$ cat src/rtl/mgmt_ctx_pkg.sv
package mgmt_ctx_pkg;
    localparam int ADDR_W   = 20;
    localparam int WORD_W   = 32;
    localparam int SLOT_W   = 16;
    localparam int NUM_REGS = 22;
    localparam int NUM_SAVE = NUM_REGS + 2;
    localparam int IDX_W    = $clog2(NUM_SAVE + 1);

    localparam logic [ADDR_W-1:0] WIN_LO        = 20'h38000;
    localparam logic [ADDR_W-1:0] WIN_HI        = 20'h3FFFF;
    localparam logic [ADDR_W-1:0] DUMP_LO       = 20'h3FE00;
    localparam logic [ADDR_W-1:0] DUMP_TOP_WORD = 20'h3FFFC;
    localparam logic [ADDR_W-1:0] RESTART_WORD  = 20'h3FF00;
    localparam logic [ADDR_W-1:0] REV_WORD      = 20'h3FEFC;
    localparam logic [WORD_W-1:0] REV_ID        = 32'h0001_0000;

    typedef enum logic [1:0] {
        ST_IDLE,
        ST_SAVE,
        ST_INMODE,
        ST_RESTORE
    } seq_state_e;
endpackage

$ cat src/rtl/mgmt_ctx_fsm.sv
module mgmt_ctx_fsm
    import mgmt_ctx_pkg::*;
#(
    parameter int NREG = NUM_REGS,
    parameter int IW   = IDX_W
) (
    input  logic          clk,
    input  logic          rst_n,
    input  logic          mgmt_req,
    input  logic          resume_req,
    input  logic          beat,
    output logic [IW-1:0] idx,
    output logic          mem_valid,
    output logic          mem_we,
    output logic          in_mode_n,
    output logic          load_en,
    output logic          restore_done,
    output logic          resume_illegal
);
    localparam logic [IW-1:0] SAVE_LAST     = IW'(NREG + 1);
    localparam logic [IW-1:0] RESTORE_FIRST = IW'(NREG);

    seq_state_e    state_q;
    logic [IW-1:0] idx_q;
    logic          pend_q;
    logic          done_q;
    logic          illegal_q;

    // state register process
    always_ff @(posedge clk or negedge rst_n) begin
        if (!rst_n) begin
            state_q   <= ST_IDLE;
            idx_q     <= '0;
            pend_q    <= 1'b0;
            done_q    <= 1'b0;
            illegal_q <= 1'b0;
        end else begin
            done_q    <= 1'b0;
            illegal_q <= resume_req && (state_q == ST_IDLE);
            unique case (state_q)
                ST_IDLE: begin
                    if (mgmt_req || pend_q) begin
                        state_q <= ST_SAVE;
                        idx_q   <= '0;
                        pend_q  <= 1'b0;
                    end
                end
                ST_SAVE: begin
                    if (mgmt_req) pend_q <= 1'b1;
                    if (beat) begin
                        if (idx_q == SAVE_LAST) state_q <= ST_INMODE;
                        else                    idx_q   <= idx_q + 1'b1;
                    end
                end
                ST_INMODE: begin
                    if (resume_req) begin
                        state_q <= ST_RESTORE;
                        idx_q   <= RESTORE_FIRST;
                    end
                end
                ST_RESTORE: begin
                    if (mgmt_req) pend_q <= 1'b1;
                    if (beat) begin
                        if (idx_q == '0) begin
                            state_q <= ST_IDLE;
                            done_q  <= 1'b1;
                        end else begin
                            idx_q <= idx_q - 1'b1;
                        end
                    end
                end
                default: state_q <= ST_IDLE;
            endcase
        end
    end

    // output process
    always_comb begin
        mem_valid      = (state_q == ST_SAVE) || (state_q == ST_RESTORE);
        mem_we         = (state_q == ST_SAVE);
        in_mode_n      = (state_q == ST_IDLE);
        load_en        = (state_q == ST_RESTORE) && beat;
        idx            = idx_q;
        restore_done   = done_q;
        resume_illegal = illegal_q;
    end
endmodule

$ cat src/rtl/mgmt_ctx_slotmap.sv
module mgmt_ctx_slotmap
    import mgmt_ctx_pkg::*;
#(
    parameter int NREG = NUM_REGS,
    parameter int IW   = IDX_W
) (
    input  logic [IW-1:0]          idx,
    input  logic [NREG*WORD_W-1:0] ctx_in,
    input  logic [SLOT_W-1:0]      halt_in,
    input  logic [SLOT_W-1:0]      io_in,
    output logic [ADDR_W-1:0]      addr,
    output logic [WORD_W-1:0]      wdata
);
    localparam int PAD_W = ADDR_W - IW - 2;

    logic [WORD_W-1:0] reg_word;

    always_comb begin
        reg_word = '0;
        for (int k = 0; k < NREG; k++) begin
            if (idx == IW'(k)) reg_word = ctx_in[k*WORD_W +: WORD_W];
        end
    end

    always_comb begin
        if (idx < IW'(NREG)) begin
            addr  = DUMP_TOP_WORD - {{PAD_W{1'b0}}, idx, 2'b00};
            wdata = reg_word;
        end else if (idx == IW'(NREG)) begin
            addr  = RESTART_WORD;
            wdata = {halt_in, io_in};
        end else begin
            addr  = REV_WORD;
            wdata = REV_ID;
        end
    end
endmodule

$ cat src/rtl/mgmt_ctx_restore_bank.sv
module mgmt_ctx_restore_bank
    import mgmt_ctx_pkg::*;
#(
    parameter int NREG = NUM_REGS,
    parameter int IW   = IDX_W
) (
    input  logic                   clk,
    input  logic                   rst_n,
    input  logic                   load_en,
    input  logic [IW-1:0]          idx,
    input  logic [WORD_W-1:0]      rdata,
    output logic [NREG*WORD_W-1:0] ctx_out,
    output logic [SLOT_W-1:0]      halt_out,
    output logic [SLOT_W-1:0]      io_out
);
    for (genvar g = 0; g < NREG; g++) begin : g_slot
        logic [WORD_W-1:0] word_q;
        always_ff @(posedge clk or negedge rst_n) begin
            if (!rst_n)                               word_q <= '0;
            else if (load_en && (idx == IW'(g)))      word_q <= rdata;
        end
        assign ctx_out[g*WORD_W +: WORD_W] = word_q;
    end

    logic [WORD_W-1:0] restart_q;
    always_ff @(posedge clk or negedge rst_n) begin
        if (!rst_n)                                   restart_q <= '0;
        else if (load_en && (idx == IW'(NREG)))       restart_q <= rdata;
    end
    assign halt_out = restart_q[WORD_W-1 -: SLOT_W];
    assign io_out   = restart_q[SLOT_W-1:0];
endmodule

$ cat src/rtl/mgmt_ctx_window_gate.sv
module mgmt_ctx_window_gate
    import mgmt_ctx_pkg::*;
#(
    parameter int                AW = ADDR_W,
    parameter logic [AW-1:0]     LO = WIN_LO,
    parameter logic [AW-1:0]     HI = WIN_HI
) (
    input  logic          cpu_req,
    input  logic [AW-1:0] cpu_addr,
    input  logic          in_mode_n,
    output logic          cpu_blocked
);
    always_comb begin
        cpu_blocked = cpu_req && in_mode_n && (cpu_addr >= LO) && (cpu_addr <= HI);
    end
endmodule

$ cat src/rtl/mgmt_ctx_seq.sv
module mgmt_ctx_seq
    import mgmt_ctx_pkg::*;
#(
    parameter int NREG = NUM_REGS,
    parameter int IW   = IDX_W
) (
    input  logic                   clk,
    input  logic                   rst_n,
    input  logic                   mgmt_req,
    input  logic                   resume_req,
    input  logic [NREG*WORD_W-1:0] ctx_in,
    input  logic [SLOT_W-1:0]      halt_slot_in,
    input  logic [SLOT_W-1:0]      io_slot_in,
    output logic                   mem_valid,
    output logic                   mem_we,
    output logic [ADDR_W-1:0]      mem_addr,
    output logic [WORD_W-1:0]      mem_wdata,
    input  logic                   mem_ready,
    input  logic [WORD_W-1:0]      mem_rdata,
    output logic [NREG*WORD_W-1:0] ctx_out,
    output logic [SLOT_W-1:0]      halt_slot_out,
    output logic [SLOT_W-1:0]      io_slot_out,
    output logic                   in_mode_n,
    output logic                   restore_done,
    output logic                   resume_illegal,
    input  logic                   cpu_req,
    input  logic [ADDR_W-1:0]      cpu_addr,
    output logic                   cpu_blocked
);
    logic [IW-1:0] idx;
    logic          load_en;
    logic          beat;

    assign beat = mem_valid && mem_ready;

    mgmt_ctx_fsm #(.NREG(NREG), .IW(IW)) fsm_i (
        .clk            (clk),
        .rst_n          (rst_n),
        .mgmt_req       (mgmt_req),
        .resume_req     (resume_req),
        .beat           (beat),
        .idx            (idx),
        .mem_valid      (mem_valid),
        .mem_we         (mem_we),
        .in_mode_n      (in_mode_n),
        .load_en        (load_en),
        .restore_done   (restore_done),
        .resume_illegal (resume_illegal)
    );

    mgmt_ctx_slotmap #(.NREG(NREG), .IW(IW)) map_i (
        .idx     (idx),
        .ctx_in  (ctx_in),
        .halt_in (halt_slot_in),
        .io_in   (io_slot_in),
        .addr    (mem_addr),
        .wdata   (mem_wdata)
    );

    mgmt_ctx_restore_bank #(.NREG(NREG), .IW(IW)) bank_i (
        .clk      (clk),
        .rst_n    (rst_n),
        .load_en  (load_en),
        .idx      (idx),
        .rdata    (mem_rdata),
        .ctx_out  (ctx_out),
        .halt_out (halt_slot_out),
        .io_out   (io_slot_out)
    );

    mgmt_ctx_window_gate gate_i (
        .cpu_req     (cpu_req),
        .cpu_addr    (cpu_addr),
        .in_mode_n   (in_mode_n),
        .cpu_blocked (cpu_blocked)
    );
endmodule

$ cat config.mk
export PLATFORM = sky130hd
export DESIGN_NAME = mgmt_ctx_seq
export DESIGN_NICKNAME = d
export VERILOG_FILES = /design/src/rtl/mgmt_ctx_pkg.sv /design/src/rtl/mgmt_ctx_fsm.sv /design/src/rtl/mgmt_ctx_slotmap.sv /design/src/rtl/mgmt_ctx_restore_bank.sv /design/src/rtl/mgmt_ctx_window_gate.sv /design/src/rtl/mgmt_ctx_seq.sv
export SDC_FILE = /design/constraint.sdc
export NUM_CORES = 1
export LEC_CHECK = 0
export BUFFER_PORTS_ARGS = -buffer_cell sky130_fd_sc_hd__buf_2
export CORE_AREA = 2 2 610 612
export DETAILED_ROUTE_END_ITERATION = 16
export DIE_AREA = 0 0 612 614
export MAX_ROUTING_LAYER = met4
export PLACE_DENSITY_LB_ADDON = 0.25
export SYNTH_ARGS = -nofsm -noshare
export SYNTH_HDL_FRONTEND = slang
export SYNTH_SLANG_ARGS = --single-unit
$ cat constraint.sdc
create_clock -name clk -period 9.65 [get_ports clk]
set_clock_uncertainty 0.2 [all_clocks]
set_input_delay 2.4125 -clock clk [delete_from_list [all_inputs] [get_ports clk]]
set_output_delay 2.4125 -clock clk [all_outputs]
set_load 0.05 [all_outputs]
==> results.cfg <==
[flow_run]
drv_cap = 1

[timing]
fin_crit_sh_pct = 87.39
rsz0062_at_grt = false
relSlewSlack_pct = 0.4314
worst_slack_ps = 1217
drv_slew = 0
whs_ps = 280.4
worstMarginPinSlew_ps = 1478
tns_ps = 0
period_needed_ps = 8433
final-setup-viol-count = 0
hold_viol = 0
clock.fmax_mhz = 118.6

[power]
power.leakage_nw = 25.72
p_sw_mw = 10.56
p_seq_share_pct = 24.3
clockPowerShare_pct = 17.8
powerDensity_nw_per_um2 = 362.8
vdd_drop_max_uv = 152.2
power.internal_mw = 8.530
comb_power_share_pct = 57.9
p_total_mw = 19.09
swShare_pct = 55.32

[synth]
syn_area_um2 = 35550
synth_warnings = 0
async_flop_share_pct = 100.0
synth_compound_area_share_pct = 12.26
synth_top_family_by_area = multiplexers
postSynthCellCount = 2869
muxShareOfSynthArea_pct = 23.35
synth_xor_area_share_pct = 0
synth_cell_types = 99
synth-main-ff-cell = dfrtp_1
ys_seq_elements = 746
yosysSeqAreaShare_pct = 52.52
synth_simple_gate_area_share_pct = 7.103
synth_area_per_cell_um2 = 12.39
synth_edf_count = 0
yosys.area_share.adder_pct = 0.3520

[status]
failed_checks = capacitance limit
status = finished, violations left

[setup_path]
rr_worst_depth = 7
crit_fanout = 34
required_ps = 7040
worstSetupPathType = register to output port
worstSetupEndpointType = output port
cp.arrival_ps = 5820
critPathLaunchType = register

[placement]
dpl.hpwl_mm = 257.1
pre_cts_ws_ps = 1790
placedCellCount = 9270
io_buffer_count = 1559
gp_congestion = 0.9022
place_area_um2 = 49570

[global_routing]
met2_usage_pct = 31.63
gr-total-overflow = 0
met1_usage_pct = 15.65
grt_pass1_wl_mm = 385.9
antenna_found_initial = 147
gr-usage-met3_pct = 3.272
grtUsageTotal_pct = 16.40
grt_busiest_layer = met2
grt_max_degree = 147
grt_pass1_vias = 33740

[worst_hold_path]
whs_path_depth = 1
hold_class = register to register

[final_layout]
mostFrequentLayoutCells = buf_2, dfrtp_1, mux2_2, buf_4, nand2_1
drive_gt1_share_pct = 58.19
fin_area_um2 = 52620
stdcell_count = 9503
fin_util_pct = 14.21
nNetsFinal = 5191
area_growth_pct = 48.05
layout_commonest_cell = buf_2

[cts]
cts.clk_slew.worst_paths_ps = 60
cts_tree = yes
cts_root_buf = clkbuf_16
numCtsBuffers = 87
post_cts_resized = 0
ctsLongestPathBuffers = 3
hold_buffers = 0
htreeDepth = 3
cts_sinks = 746
worstSkewPairLatency_ps = 720
cts_setup_buffers = 0

[floorplan]
ios = 1588
row_count = 224
coreArea_um2 = 370200
die_x_um = 612
die_area_um2 = 375800
initial_core_util_pct = 9.601
die_h_um = 614

[detailed_routing]
drt_iter0_markers = 1862
routed-via-count = 32890
wire_per_inst_um = 33.02
ant_nets = 0
dr.pass1.iters = 5
drc = 0
wirelength_mm = 313.8
routed_via_density = 3.460
## cells by family after synthesis
group / after synthesis
AO/OA/AOI/OAI: 604
flip-flops: 746
adder cells (fa/ha/maj): 10
multiplexers: 737
buffers and inverters: 305
other: 2
AND/OR/NAND/NOR: 465
## worst max-delay path, cell delays in order, from the launching register on
cell and delay [ps]:
dfrtp_1 680, inv_1 260, ha_4 390, and2b_1 500, nand3_1 790, buf_4 320
o221ai_1 330, buf_4 280, nor3_1 630, o31ai_1 370, nand2_1 210, buf_2 290
## Yosys cell counts, drive strengths merged (12+ instances only)
library cell / number / area [um2]
dfrtp: 746 / 18670
mux2: 737 / 8299
buf: 182 / 1102
nand2: 136 / 520.5
nor2: 126 / 563.0
a21oi: 116 / 595.6
clkbuf: 100 / 375.4
o21ai: 96 / 495.5
o22ai: 86 / 538.0
a221oi: 68 / 626.8
nor3: 53 / 311.6
o221ai: 51 / 459.2
o211ai: 33 / 247.7
nand3: 28 / 165.2
inv: 22 / 82.57
nor2b: 20 / 127.6
a211oi: 19 / 187.7
nor4: 16 / 100.1
a221o: 15 / 150.1
o31ai: 15 / 112.6
a31oi: 14 / 87.58
nand3b: 14 / 108.9
nand2b: 13 / 98.85
o2111ai: 13 / 113.9
a2111o: 12 / 135.1
## final timing paths
check / from / endpoint / slack (ps)
hold / removal: bank_i.g_slot[13].word_q[25]$_DFFE_PN0P_ / bank_i.g_slot[13].word_q[25]$_DFFE_PN0P_ / 280
hold reg to reg: bank_i.g_slot[13].word_q[25]$_DFFE_PN0P_ / bank_i.g_slot[13].word_q[25]$_DFFE_PN0P_ / 280
min in group asynchronous: rst_n / bank_i.g_slot[11].word_q[22]$_DFFE_PN0P_ / 1450
setup / recovery: fsm_i.idx[1]$_DFFE_PN0P_ / mem_wdata[15] / 1220
max in group asynchronous: rst_n / bank_i.g_slot[20].word_q[9]$_DFFE_PN0P_ / 5750
setup reg to reg: fsm_i.idx[0]$_DFFE_PN0P_ / bank_i.g_slot[14].word_q[30]$_DFFE_PN0P_ / 5390
## flip-flops by register name, indices dropped and copies added, names as in the netlist
signal,flops
bank_i.restart_q,32
fsm_i.pend_q,1
bank_i.g_slot.word_q,704
fsm_i.state_q,2
fsm_i.restore_done,1
fsm_i.idx,5
fsm_i.resume_illegal,1
## routing by layer
layer	part of all wire [%]	wire, um	vias up
met5	0	0	-
met4	5.2	16360	0
met3	5.8	18330	419
met2	56	174900	1567
met1	33	104200	17130
li1	-	-	13770
## power by group through the flow
stage	logic [mW]	registers, mW	clock network (mW)
6_report	11.1	4.65	3.39
5_1_grt	11.4	4.78	3.66
4_1_cts	11.3	4.65	3.54
3_5_place_dp	11.3	4.68	0
3_3_place_gp	11.3	4.64	0
2_1_floorplan	3.33	7.95	0
## final cells by class
| type | instances | area [um2] |
|---|---|---|
| sequential | 746 | 18670 |
| clock inverter | 29 | 395.4 |
| tap | 4972 | 6221 |
| clock buffer | 126 | 2464 |
| inverter | 23 | 86.33 |
| antenna | 78 | 195.2 |
| timing repair buffer | 1700 | 8921 |
| fill | 42090 | 317600 |
| multi-input combinational | 1829 | 15670 |
(Power assumes the default switching activity.)
